$ cat src/rtl/isdn_rx_pkg.sv
package isdn_rx_pkg;
  localparam int NUM_CH = 3;
  localparam int CH_B1  = 0;
  localparam int CH_B2  = 1;
  localparam int CH_D   = 2;
  localparam int SEL_W  = 2;
endpackage

$ cat src/rtl/isdn_rx_sync.sv
module isdn_rx_sync #(
  parameter int STAGES = 2
) (
  input  logic clk,
  input  logic rst,
  input  logic dclk,
  input  logic fsync,
  input  logic din,
  output logic rise,
  output logic fsync_s,
  output logic din_s
);
  logic [2:0] pipe [STAGES];
  logic       dclk_prev;

  always_ff @(posedge clk) begin
    if (rst) pipe[0] <= '0;
    else     pipe[0] <= {dclk, fsync, din};
  end

  for (genvar i = 1; i < STAGES; i++) begin : g_stage
    always_ff @(posedge clk) begin
      if (rst) pipe[i] <= '0;
      else     pipe[i] <= pipe[i-1];
    end
  end

  always_ff @(posedge clk) begin
    if (rst) dclk_prev <= 1'b0;
    else     dclk_prev <= pipe[STAGES-1][2];
  end

  assign rise    = pipe[STAGES-1][2] & ~dclk_prev;
  assign fsync_s = pipe[STAGES-1][1];
  assign din_s   = pipe[STAGES-1][0];
endmodule

$ cat src/rtl/isdn_slot_decoder.sv
module isdn_slot_decoder #(
  parameter int POS_W  = 8,
  parameter int B_BITS = 8,
  parameter int D_BITS = 2
) (
  input  logic       clk,
  input  logic       rst,
  input  logic       rise,
  input  logic       fsync_s,
  input  logic       din_s,
  output logic [2:0] bit_vld,
  output logic       bit_val
);
  import isdn_rx_pkg::*;

  localparam logic [POS_W-1:0] B2_START = POS_W'(B_BITS);
  localparam logic [POS_W-1:0] D_START  = POS_W'(2 * B_BITS);
  localparam logic [POS_W-1:0] D_END    = POS_W'(2 * B_BITS + D_BITS);

  logic [POS_W-1:0] pos;
  logic [POS_W-1:0] npos;
  logic [2:0]       vld_n;

  always_comb begin
    if (fsync_s)        npos = '0;
    else if (pos == '1) npos = pos;
    else                npos = pos + 1'b1;
    vld_n = '0;
    if (npos < B2_START)     vld_n[CH_B1] = 1'b1;
    else if (npos < D_START) vld_n[CH_B2] = 1'b1;
    else if (npos < D_END)   vld_n[CH_D]  = 1'b1;
  end

  always_ff @(posedge clk) begin
    if (rst) begin
      pos     <= '1;
      bit_vld <= '0;
      bit_val <= 1'b1;
    end else begin
      bit_vld <= '0;
      if (rise) begin
        pos     <= npos;
        bit_vld <= vld_n;
        bit_val <= din_s;
      end
    end
  end

  AST_SLOT_ONEHOT: assert property (@(posedge clk) disable iff (rst)
    $onehot0(bit_vld));
  AST_SLOT_NEEDS_EDGE: assert property (@(posedge clk) disable iff (rst)
    !rise |=> (bit_vld == '0));
endmodule

$ cat src/rtl/isdn_chan_packer.sv
module isdn_chan_packer #(
  parameter int SLOT_BITS = 8,
  parameter int FRAMES    = 4
) (
  input  logic                          clk,
  input  logic                          rst,
  input  logic                          bit_vld,
  input  logic                          bit_val,
  input  logic                          rd_hit,
  input  logic                          clr_hit,
  output logic [SLOT_BITS*FRAMES-1:0]   host_word,
  output logic                          ready,
  output logic                          ovr
);
  localparam int WORD_W = SLOT_BITS * FRAMES;
  localparam int CNT_W  = $clog2(WORD_W);
  localparam logic [CNT_W-1:0] LAST = CNT_W'(WORD_W - 1);

  logic [WORD_W-1:0] shreg;
  logic [WORD_W-1:0] shadow;
  logic [CNT_W-1:0]  cnt;
  logic              load_pend;
  logic              rst_q;

  always_ff @(posedge clk) begin
    rst_q <= rst;
    if (rst) begin
      shreg     <= '1;
      shadow    <= '1;
      host_word <= '1;
      cnt       <= '0;
      load_pend <= 1'b0;
      ready     <= 1'b0;
      ovr       <= 1'b0;
    end else begin
      load_pend <= 1'b0;
      if (bit_vld) begin
        shreg <= {shreg[WORD_W-2:0], bit_val};
        if (cnt == LAST) begin
          cnt       <= '0;
          shadow    <= {shreg[WORD_W-2:0], bit_val};
          load_pend <= 1'b1;
        end else begin
          cnt <= cnt + 1'b1;
        end
      end
      if (clr_hit) ovr <= 1'b0;
      if (load_pend) begin
        host_word <= shadow;
        ready     <= 1'b1;
        if (ready && !rd_hit) ovr <= 1'b1;
      end else if (rd_hit) begin
        ready <= 1'b0;
      end
    end
  end

  AST_RESET_ONES: assert property (@(posedge clk)
    rst_q |-> (shreg == '1 && shadow == '1));
  AST_LOAD_SETS_READY: assert property (@(posedge clk) disable iff (rst)
    load_pend |=> ready);
  AST_READY_NEEDS_LOAD: assert property (@(posedge clk) disable iff (rst)
    !ready ##1 ready |-> $past(load_pend));
  AST_HOST_FROM_SHADOW: assert property (@(posedge clk) disable iff (rst)
    load_pend |=> (host_word == $past(shadow)));
  AST_OVR_ON_UNREAD: assert property (@(posedge clk) disable iff (rst)
    (load_pend && ready && !rd_hit) |=> ovr);
  AST_OVR_STICKY: assert property (@(posedge clk) disable iff (rst)
    (ovr && !clr_hit) |=> ovr);
  AST_READ_CLEARS: assert property (@(posedge clk) disable iff (rst)
    (rd_hit && !load_pend) |=> !ready);
endmodule

$ cat src/rtl/isdn_rx_packer.sv
module isdn_rx_packer #(
  parameter int B_SLOT_BITS     = 8,
  parameter int D_SLOT_BITS     = 2,
  parameter int FRAMES_PER_WORD = 4,
  parameter int POS_W           = 8,
  parameter int SYNC_STAGES     = 2
) (
  input  logic        clk,
  input  logic        rst,
  input  logic        dclk,
  input  logic        fsync,
  input  logic        din,
  input  logic        rd_stb,
  input  logic [1:0]  rd_sel,
  input  logic        ovr_clr,
  output logic [31:0] rd_data,
  output logic [2:0]  ready,
  output logic [2:0]  overrun,
  output logic        irq
);
  import isdn_rx_pkg::*;

  localparam int RD_W = 32;

  logic            rise, fsync_s, din_s;
  logic [2:0]      bit_vld;
  logic            bit_val;
  logic [RD_W-1:0] word_ext [NUM_CH];
  logic [RD_W-1:0] sel_word;

  isdn_rx_sync #(.STAGES(SYNC_STAGES)) i_sync (
    .clk(clk), .rst(rst), .dclk(dclk), .fsync(fsync), .din(din),
    .rise(rise), .fsync_s(fsync_s), .din_s(din_s)
  );

  isdn_slot_decoder #(.POS_W(POS_W), .B_BITS(B_SLOT_BITS), .D_BITS(D_SLOT_BITS)) i_dec (
    .clk(clk), .rst(rst), .rise(rise), .fsync_s(fsync_s), .din_s(din_s),
    .bit_vld(bit_vld), .bit_val(bit_val)
  );

  for (genvar g = 0; g < NUM_CH; g++) begin : g_ch
    localparam int SB = (g == CH_D) ? D_SLOT_BITS : B_SLOT_BITS;
    localparam int WW = SB * FRAMES_PER_WORD;
    logic [WW-1:0] word;
    logic          rd_hit, clr_hit;

    assign rd_hit  = rd_stb  && (rd_sel == SEL_W'(g));
    assign clr_hit = ovr_clr && (rd_sel == SEL_W'(g));

    isdn_chan_packer #(.SLOT_BITS(SB), .FRAMES(FRAMES_PER_WORD)) i_pack (
      .clk(clk), .rst(rst), .bit_vld(bit_vld[g]), .bit_val(bit_val),
      .rd_hit(rd_hit), .clr_hit(clr_hit),
      .host_word(word), .ready(ready[g]), .ovr(overrun[g])
    );
    assign word_ext[g] = RD_W'(word);
  end

  always_comb begin
    case (rd_sel)
      2'd0:    sel_word = word_ext[CH_B1];
      2'd1:    sel_word = word_ext[CH_B2];
      2'd2:    sel_word = word_ext[CH_D];
      default: sel_word = '0;
    endcase
  end

  always_ff @(posedge clk) begin
    if (rst) begin
      rd_data <= '0;
      irq     <= 1'b0;
    end else begin
      irq <= |ready;
      if (rd_stb) rd_data <= sel_word;
    end
  end

  AST_IRQ_RAISE: assert property (@(posedge clk) disable iff (rst)
    (|ready) |=> irq);
  AST_IRQ_DROP: assert property (@(posedge clk) disable iff (rst)
    !(|ready) |=> !irq);
  AST_RD_HOLD: assert property (@(posedge clk) disable iff (rst)
    !rd_stb |=> $stable(rd_data));
endmodule

$ cat config.mk
export PLATFORM = sky130hd
export DESIGN_NAME = isdn_rx_packer
export DESIGN_NICKNAME = d
export VERILOG_FILES = /design/src/rtl/isdn_rx_pkg.sv /design/src/rtl/isdn_rx_sync.sv /design/src/rtl/isdn_slot_decoder.sv /design/src/rtl/isdn_chan_packer.sv /design/src/rtl/isdn_rx_packer.sv
export SDC_FILE = /design/constraint.sdc
export NUM_CORES = 1
export LEC_CHECK = 0
export BUFFER_PORTS_ARGS = -buffer_cell sky130_fd_sc_hd__buf_2
export CAP_MARGIN = 30
export CORE_ASPECT_RATIO = 1.1
export CORE_MARGIN = 3
export CORE_UTILIZATION = 50
export CTS_CLUSTER_DIAMETER = 40
export CTS_CLUSTER_SIZE = 28
export DETAILED_ROUTE_END_ITERATION = 12
export PLACE_DENSITY = 0.71
export SYNTH_ARGS = -nofsm -noshare
export SYNTH_HDL_FRONTEND = slang
export SYNTH_SLANG_ARGS = --single-unit
export TNS_END_PERCENT = 20
$ cat constraint.sdc
create_clock -name clk -period 5.4 [get_ports clk]
set_clock_uncertainty 0.15 [all_clocks]
set_input_delay 0.54 -clock clk [delete_from_list [all_inputs] [get_ports clk]]
set_output_delay 0.54 -clock clk [all_outputs]
set_load 0.005 [all_outputs]
; ---- Yosys cells after proc, flatten, opt, wreduce, memory -nomap -nowiden
; Memory sizes are Yosys's and may differ from the RTL's.
; Cells that the tools add are included.
[classes]
addsub = 4
order_cmp = 3
n_eq_ne = 6
mux = 32
n_bitwise = 8
n_reduce_logical = 26
[op_table]
columns = cell, count
row1 = $pmux W32 S3, 1
row2 = $mux W1, 24
row3 = $lt A8 B5 Y1 const B, 2
row4 = $mux W8, 2
row5 = $add A5 B1 Y5 const B, 2
row6 = $eq A5 B5 Y1 const B, 2
row7 = $mux W5, 2
row8 = $logic_and A1 B1 Y1, 9
row9 = $mux W3, 3
row10 = $add A8 B1 Y8 const B, 1
row11 = $eq A8 B8 Y1 const B, 1
row12 = $lt A8 B4 Y1 const B, 1
row13 = $reduce_or A2 Y1, 4
row14 = $reduce_and A2 Y1, 3
row15 = $reduce_bool A2 Y1, 3
row16 = $reduce_or A3 Y1, 2
row17 = $not A1 Y1, 5
row18 = $reduce_or A4 Y1, 1
row19 = $add A3 B1 Y3 const B, 1
row20 = $eq A3 B3 Y1 const B, 1
row21 = $logic_not A1 Y1, 3
row22 = $eq A2 B1 Y1 const B, 1
row23 = $eq A2 B2 Y1 const B, 1
row24 = $logic_not A2 Y1, 1
row25 = other kinds (2), 3
[totals]
reg_bits = 281
ram_bits = 6
inputBits = 9
out_inout_bits = 39
wordCells = 109
memories = 1
[memory_table]
columns = memory, words, width, rd, rd_ports_with_merged_regs, write_ports, line
row1 = i_sync.pipe, 2, 3, 2, 0, 2, isdn_rx_sync.sv:13  ; logic [2:0] pipe [STAGES];

; ---- Depth between registers and ports, before layout
; Gate-level depths: netlist of run 1.
[logic_depth]
ltp_word = 6
ltp_mapped = 7
ltp_nobuf = 5

; ---- Hierarchy
; Synthesis of run 1 repeated with hierarchy kept, for this count alone.
[hier_totals]
cells_unflattened = 1070
hier_area_um2 = 11113.2
[modules_own_cells]
columns = mod, n_inst, cells_per_inst, area_per_inst_um2, seq_area_each_um2
row1 = isdn_chan_packer (g_ch[0].i_pack ...), 2, 358, 3831.2, 2062.0
row2 = isdn_rx_packer, 1, 171, 1507.7, 660.6
row3 = isdn_chan_packer (g_ch[2].i_pack), 1, 99, 1107.3, 580.6
row4 = isdn_slot_decoder, 1, 69, 645.6, 240.2
row5 = isdn_rx_sync, 1, 15, 190.2, 140.1

; ---- Worst setup path after synthesis of run 1
; Ideal clock, no wire load.
[synth_path]
path_type = reg2reg
startpoint = reg g_ch[0].i_pack.cnt[0]
endpoint = reg g_ch[0].i_pack.shadow[24]
setup_time_ps = 117
arrival_ps = 1588
t_required_ps = 5133
slack_ps = 3545
path_stages_with_launch = 8
n_path_buf = 2
period_less_slack_ps = 1855
path_cell_list = dfxtp_1 ha_1 and3_1 ha_1 a21o_1 clkbuf_1 clkbuf_1 o22a_1
[synth_between]
elab_chain_len = 2
[synth_rtl]
columns = element, line
row1 = start: declaration, isdn_chan_packer.sv:21  ; logic [CNT_W-1:0] cnt;
row2 = start signal: assignment, isdn_chan_packer.sv:44  ; cnt <= cnt + 1'b1;
row3 = $eq A5 B5 Y1, isdn_chan_packer.sv:39  ; if (cnt == LAST) begin
row4 = $reduce_and A2 Y1 (no line), n/a
row5 = end signal: assignment, isdn_chan_packer.sv:41  ; shadow <= {shreg[WORD_W-2:0], bit_val};
row6 = end: declaration, isdn_chan_packer.sv:20  ; logic [WORD_W-1:0] shadow;
; Every way passes these cells.
; A chain may end at the register's enable or synchronous reset.

; ---- Worst setup path in the final report of run 1
[layout_path]
startpoint = in rst
endpoint = reg i_dec.pos[7]
[layout_rtl]
columns = element, line
row1 = start: declaration, isdn_rx_packer.sv:9  ; input logic rst,
row2 = end signal: assignment, isdn_slot_decoder.sv:42  ; pos <= npos;
row3 = end: declaration, isdn_slot_decoder.sv:20  ; logic [POS_W-1:0] pos;
; No word-level cell between the ends.

==> summary.md, run 1 <==
| Metric | Value |
|---|---|
| Ant. Diodes | 0 |
| Max-Cap Viols | 0 |
| Crit path launch type | input port |
| Syn_area_per_cell | ~11 um2 |
| Post-route insts no fill | between 1000 and 1500 |
| Number of synthesized flops with an enable pin | 0 |
| Worst-skew pair later-pin latency | ~0.50 ns |
| Routed wire per std cell | 15.4 um |
| Setup crit end kind | flip-flop |
| Fin area | 12300 um2 |
| Hold path start | din |
| Final period util | 0.410 |
| Worst vdd ir | 0.291 mV |
| Worst Path Max Fanout | between 100 and 150 |
| DRT Pass-1 Iters | 5 |
| Status | finished, final reports clean |
| Global route hottest layer | met2 |
| LEAKAGE | around 0.0045 uW |
| Worst-case clock buffer depth | 3 |
| Syn Nets | about 1000 |
| Vias | a little over 7000 |
| Area Overhead vs Synth | 14.0% |
| Via density per instance | between 5 and 6 |
| WHS Path Cells | 2 |
| Port Buffer Count | 47 |
| GR Util met3 | 0.0372 |
| Fin. Hold Viols | 0 |
| Sequential cell area | 5750 um2 |
| Mapped Area | about 11000 um2 |
| DRC | 0 |
| Fmax | about 450 MHz |
| #FFs+latches synth | between 200 and 300 |
| Total Power | 4670 uW |
| Antenna-violating nets left | 0 |
| Synthesis Warnings | 0 |
| GPL Wtd Cong | 0.799 |
| Chip width | about 150 um |
| Asr flop ratio synth | 0 |
| Clk sinks | 287 |
| Core region area | approximately 21000 um2 |
| DIE HEIGHT | between 150 and 200 um |
| HP Class | in -> reg |
| Worst EP arrival | approximately 2.5 ns |
| Post-Syn Instances | about 1000 |
| Total die area | around 23000 um2 |
| Reg2reg setup slack | between 3 and 4 ns |
| Area of the multi-input gates | about 4600 um2 |
| Slew Viols, Final | 0 |
| Unrepaired setup endpoints after global routing | false |
| Global-route wire length before repair | between 30000 and 40000 um |
| Largest net degree at the start of global routing | ~130 |
| Min Tclk post-route | around 2.2 ns |
| Final #Nets | between 1000 and 1500 |
| Final setup viols | 0 |
| Num ports | 48 |
| Cells after DPL | about 1300 |
| CTS tree | built |
| Synth cell types | slightly below 50 |
| Fillers | around 1800 |
| Worst flop-to-flop path endpoint | g_ch[0].i_pack.shadow[31] |
| Hold Path Sink | i_sync.pipe[0][0] |
| Worst-Margin Slew | about 1.0 ns |
| All-layer global routing usage | 0.172 |
| Worst Path Required | 5.68 ns |
| Most frequent cells in the layout | 283 x dfxtp_1, 169 x nor2b_1, 151 x a211o_1, 68 x nor2_1, 64 x o22a_1 |
| Htree depth | 2 |
| CTS root buffer | clkbuf_16 |
| Top FF cell, synth | dfxtp_1 |
| Core Rows | 55 |
| Most common cell after layout, fill and taps aside | dfxtp_1 |
| Detail Placement HPWL | between 10000 and 15000 um |
| Placement Cell Area | between 10000 and 15000 um2 |
| Reg2reg path depth | 4 |
| Crit Path Category | in -> reg |
| Pwr Density | around 380 nW/um2 |
| Reg-to-reg startpoint | i_dec.bit_vld[0] |
| Setup bufs post-CTS | 0 |
| Vias in the first global route | 6868 |
| Drt total wl | 20600 um |
| Setup TNS | 0 ns |
| Initial core utilization | 0.516 |
| Worst rel slew slack | 0.314 |
| CTS Buf Count | 36 |
| GR Overflow Total | 0 |
| Post-cts hold buffer count | 0 |
| Starting DRT DRC Count | approximately 400 |
| Clock-pin slew on the worst setup and hold paths | about 0.06 ns |
| Initial antenna violation count | 0 |
| Routing usage on met1 | 0.226 |
| GR Util met2 | 0.279 |
| Register area share after synthesis | 0.534 |
| Layout cells sized above 1 | 0.149 |
| Post-CTS Resized | 0 |
## state kept, by name, summed over array words and instances, names as in the netlist
signal                 cells
i_sync.pipe                6
g_ch.i_pack.cnt           13
g_ch.i_pack.load_pend      3
i_dec.bit_vld              3
i_dec.bit_val              1
i_sync.dclk_prev           1
irq                        1
rd_data                   32
g_ch.i_pack.shreg         69
g_ch.i_pack.ovr            3
g_ch.i_pack.host_word     72
g_ch.i_pack.ready          3
i_dec.pos                  8
g_ch.i_pack.shadow        72
## area by class of cell
class                   instances  share of cell area
flip-flops and latches        287               0.469
inverters                       4             0.00122
clock inverters                18              0.0152
multi-input cells             636               0.373
well taps                     285              0.0291
clock buffers                  45              0.0845
repair buffers                 57              0.0281
## logic make-up (layout without fill, tap and decap cells)
kind of cell,Yosys count,count (layout),synth area share
fa+ha+maj,7,7,0.00814
flops,287,287,0.534
mux,38,38,0.0382
buf+inv,98,124,0.0409
simple gates,297,297,0.158
compound gates,287,287,0.215
xor+xnor,7,7,0.00570
## where the power goes
part           switching [uW]  total, uW  internal (uW)  leakage [uW]
combinational            92.3        149           56.4       0.00154
sequential               16.0       2150           2140       0.00233
clock                     901       2370           1470      0.000589
total                    1010       4670           3660       0.00446
## through the flow
step,worst slack [ns],hold WS (ns),util
4_1_cts,3.21,0.106,0.588
2_1_floorplan,3.55,0.264,-
6_report,3.19,0.122,0.588
3_3_place_gp,2.68,0.271,0.527
3_5_place_dp,2.74,0.275,0.529
5_1_grt,3.06,0.126,0.588
## cells in the mapped netlist, types with 9 or more instances
| cell | instances | area (um2) |
|---|---|---|
| clkbuf_1 | 60 | 225 |
| a21oi_1 | 41 | 205 |
| mux2i_1 | 14 | 140 |
| nor2_1 | 68 | 255 |
| buf_2 | 20 | 100 |
| and3_1 | 12 | 75.1 |
| dfxtp_1 | 287 | 5750 |
| o22a_1 | 64 | 561 |
| a211o_1 | 151 | 1320 |
| mux2_2 | 24 | 270 |
| nand2_1 | 13 | 48.8 |
| nor2b_1 | 170 | 1060 |
| a211oi_1 | 9 | 67.6 |
## worst max-delay path, cell delays in order
cell and delay [ns]:
buf_6 0.63, buf_4 0.84, o21bai_1 0.21
## how the worst max path moves through the flow
stage	start	endpoint	slack [ns]	cells past startpoint
finish	rst	i_dec.pos[7]	3.19	3
global route	i_dec.bit_vld[0]	g_ch[0].i_pack.shadow[22]	3.06	4
CTS	i_dec.bit_vld[0]	g_ch[0].i_pack.shadow[31]	3.21	4
detailed placement	rst	rd_data[17]	2.74	3
global placement	rst	g_ch[1].i_pack.shadow[9]	2.68	3
floorplan	g_ch[0].i_pack.cnt[0]	g_ch[0].i_pack.shadow[24]	3.55	7
## layer usage
| metal | routed length [um] | part of all wire | vias to the layer above |
|---|---|---|---|
| li1 | - | - | 3658 |
| met3 | 980 | 0.048 | 38 |
| met2 | 9480 | 0.46 | 130 |
| met1 | 9530 | 0.46 | 3404 |
| met5 | 0 | 0 | - |
| met4 | 557 | 0.027 | 0 |
Power figures use the tool's default switching activity.
==> run 2, diff against run 1 <==
--- a/config.mk
+++ b/config.mk
@@ -5,6 +5,7 @@
 export SDC_FILE = /design/constraint.sdc
 export NUM_CORES = 1
 export LEC_CHECK = 0
+export ABC_AREA = 1
 export BUFFER_PORTS_ARGS = -buffer_cell sky130_fd_sc_hd__buf_2
 export CAP_MARGIN = 30
 export CORE_ASPECT_RATIO = 1.1
==> constraint.sdc (replaced) <==
create_clock -name clk -period 2.3 [get_ports clk]
set_clock_uncertainty 0.15 [all_clocks]
set_input_delay 0.23 -clock clk [delete_from_list [all_inputs] [get_ports clk]]
set_output_delay 0.23 -clock clk [all_outputs]
set_load 0.005 [all_outputs]
==> run 2 against run 1 <==
Against the previous run:
- sequential power grew 130%
- non-clock buffer count grew 22
- clock power grew 130%
- combinational power grew to 2.9 times the previous value
- die area shrank 1.5%
- critical path depth grew 6
- sequential share of layout area shrank 0.19 points
- first-iteration DRC count grew 36%
- flip-flop and latch count is the same
- final cell count grew 25%
- global-route usage grew 2.5 points
- critical path type is now reg -> reg
- largest cell class unchanged
==> summary.md, run 2 <==
| Metric | Value |
|---|---|
| Register area share after synthesis | 0.543 (+0.00852) |
| HP Class | in -> reg |
| Layout cells sized above 1 | 0.119 (-0.0300) |
| Sequential cell area | 5750 um2 (about the same) |
| Syn Nets | 1336 (+29%) |
| Mux cell area share after synthesis | 0 (-0.0382) |
| Most frequent cells in the layout | 286 x dfxtp_1, 254 x nand2_1, 148 x nor2_1, 126 x inv_1, 101 x a21oi_1 |
| Post-CTS Resized | 0 (unchanged) |
| Setup TNS | 0 ns (unchanged) |
| Compound-Gate Fraction of Synth Area | 0.137 (-0.0782) |
| Vias in the first global route | 7786 (+13%) |
| Clk sinks | 287 (unchanged) |
| Worst rel slew slack | 0.578 (+0.264) |
| Worst Path Max Fanout | 33 (-75%) |
| Mapped Area | 10600 um2 (-1.6%) |
| Unrepaired setup endpoints after global routing | false |
| Worst-Margin Slew | 0.633 ns (-0.396 ns) |
| Syn_area_per_cell | 8.02 um2 (-24%) |
| Worst-case clock buffer depth | 3 (unchanged) |
| Area Overhead vs Synth | 16.2% |
| Min Tclk post-route | 2.05 ns |
| CTS root buffer | clkbuf_16 |
| Worst Path Required | 2.55 ns (-3.13 ns) |
| Area of the multi-input gates | 3940 um2 (-14%) |
| Initial core utilization | 0.511 (-0.00473) |
| Routed wire per std cell | 13.6 um (-12%) |
| Synthesis Warnings | 0 (unchanged) |
| Sequential Power Share | 0.457 (-0.004) |
| Synth cell types | 30 (-39%) |
| Crit Path Category | reg -> reg |
| Starting DRT DRC Count | 552 (+36%) |
| Final period util | 0.892 |
| Htree depth | 2 (unchanged) |
| Slew Viols, Final | 0 (unchanged) |
| Port Buffer Count | 47 (unchanged) |
| Crit path launch type | flip-flop |
| Most common library cells after synthesis | 287 x dfxtp_1, 254 x nand2_1, 148 x nor2_1 |
| Core Rows | 55 (unchanged) |
| Fmax | a little under 500 MHz |
| Worst-skew pair later-pin latency | 0.50 ns (about the same) |
| Max-Cap Viols | 0 (unchanged) |
| Sw power | 2490 uW (+150%) |
| GPL Wtd Cong | 0.817 (+2.2%) |
| Worst slack at placement | 0.366 ns (-2.38 ns) |
| Clock-pin slew on the worst setup and hold paths | 0.06 ns (about the same) |
| Ant. Diodes | 0 (unchanged) |
| DRT Pass-1 Iters | 5 (unchanged) |
| Fin. Hold Viols | 0 (unchanged) |
| Post-Synth Adder-Cell Area | 0.00827 (+0.000130) |
| Setup bufs post-CTS | 0 (unchanged) |
| Post-cts hold buffer count | 9 (+9) |
| Reg-to-reg startpoint | g_ch[1].i_pack.cnt[1] |
| Synth area leaders | dfxtp_1 54%, nand2_1 9.0%, nor2_1 5.2% |
| Most common cell after layout, fill and taps aside | dfxtp_1 |
| Internal Power | 8560 uW (+130%) |
| Critical Path Start | g_ch[1].i_pack.cnt[1] |
| Antenna-violating nets left | 0 (unchanged) |
| Drt total wl | 22600 um (+9.8%) |
| Total Power | 11000 uW (+140%) |
| Num ports | 48 (unchanged) |
| Via density per instance | 5.08 (-6.4%) |
| Share of the synthesized area in the top cell type | 0.543 (+0.00852) |
| All-layer global routing usage | 0.197 (+0.0248) |
| Count leader, synth | dfxtp_1 |
| #FFs+latches synth | 287 (unchanged) |
| Pwr Density | 898 nW/um2 (+140%) |
| Detail Placement HPWL | 14500 um (+21%) |
| Global-route wire length before repair | 37700 um (+11%) |
| Final setup viols | 0 (unchanged) |
| Top FF cell, synth | dfxtp_1 |
| Sw Share | 0.225 (+0.00902) |
| Setup crit end kind | flip-flop |
| Chip width | 145 um (-0.75%) |
| Number of synthesized flops with an enable pin | 0 (unchanged) |
| Hold Slack | 0.0294 ns (-0.0928 ns) |
| Largest family of logic cells by synthesized area | simple AND/OR/NAND/NOR gates |
| Fillers | 1859 (+3.7%) |
| Worst setup margin | 0.247 ns (-2.94 ns) |
| Worst vdd ir | 0.566 mV (+95%) |
| CTS tree | built |
| Core region area | 20700 um2 (-0.66%) |
| Largest regs | g_ch.i_pack.host_word (72), g_ch.i_pack.shadow (72), g_ch.i_pack.shreg (69) |
| Final #Nets | 1369 (+32%) |
| Clock Power Share | 0.503 (-0.004) |
| Area leader, netlist | dfxtp_1 |
| Asr flop ratio synth | 0 (unchanged) |
| Largest net degree at the start of global routing | 147 (+11%) |
| Worst EP arrival | 2.30 ns (-0.19 ns) |
| Comb pwr share | 0.040 (+0.008) |
| Post-Syn Instances | 1320 (+29%) |
| LEAKAGE | 0.00594 uW (+33%) |
| Total die area | 23000 um2 (-1.5%) |
| Initial antenna violation count | 0 (unchanged) |
| Status | finished, final reports clean |
| Vias | 8451 (+17%) |
| GR Overflow Total | 0 (unchanged) |
| Post-Synth XOR/XNOR Area | 0 (-0.00570) |
| CTS Buf Count | 36 (unchanged) |
| DRC | 0 (unchanged) |
| Post-Synth Simple-Gate Area | 0.227 (+0.0691) |
| DIE HEIGHT | 159 um (-0.76%) |
| Hold path start | rd_sel[1] |
-- run 2: cell count changes after synthesis, sizes merged, moves of 84 or more --
cell / change
nand2: +248
nor2b: -170
a211o: -151
inv: +125
nand3: +86
nor2: +84
-- run 2: worst max-delay path: stages (launching register included) --
cell	delay [ns]
dfxtp_1	0.38
ha_1	0.19
inv_1	0.06
nor3_1	0.14
ha_1	0.19
nand2_2	0.09
nand2_1	0.08
buf_4	0.34
inv_1	0.13
a22oi_1	0.21
-- run 2: layout make-up --
type,instances,area share
Multi-Input combinational cell,816,0.320
Clock inverter,20,0.0170
Timing Repair Buffer,79,0.0447
Inverter,133,0.0409
Tap cell,285,0.0290
Sequential cell,287,0.467
Clock buffer,43,0.0812
-- run 2: cell families (layout without fill, tap and decap cells) --
family / Yosys count / count (layout)
flops: 287 / 287
fa+ha+maj: 7 / 7
compound gates: 236 / 236
simple gates: 573 / 573
buf+inv: 217 / 275
-- run 2: worst paths after layout --
path                               to  slack [ns]  depth (start not counted)
max          g_ch[1].i_pack.shadow[1]        0.25                          9
min                       rd_data[31]        0.03                          6
max reg2reg  g_ch[1].i_pack.shadow[1]        0.25                          9
min reg2reg         i_sync.pipe[1][1]        0.25                          2
-- run 2: per-layer routing --
layer | global-route usage | vias to the layer above | routed length (um)
li1 | - | 4379 | -
met1 | 0.268 | 3905 | 10600
met2 | 0.321 | 132 | 10600
met3 | 0.0336 | 35 | 826
met4 | 0.0622 | 0 | 512
met5 | 0 | - | 0
-- run 2: per-stage QoR --
stage                     instance area (um2)  cells   util
final                                   12300   1663  0.594
after global routing                    12300   1663  0.594
after CTS                               12300   1663  0.594
after detailed placement                11000   1591  0.531
after global placement                  11000   1591  0.531
after floorplan                         10600   1320      -
-- run 2: power by group through the flow --
stage | Clock [uW] | Sequential (uW) | Combinational [uW]
2_1_floorplan | 0 | 5160 | 302
3_3_place_gp | 0 | 5160 | 418
3_5_place_dp | 0 | 5160 | 423
4_1_cts | 5680 | 5050 | 437
5_1_grt | 5900 | 5050 | 496
6_report | 5560 | 5050 | 438
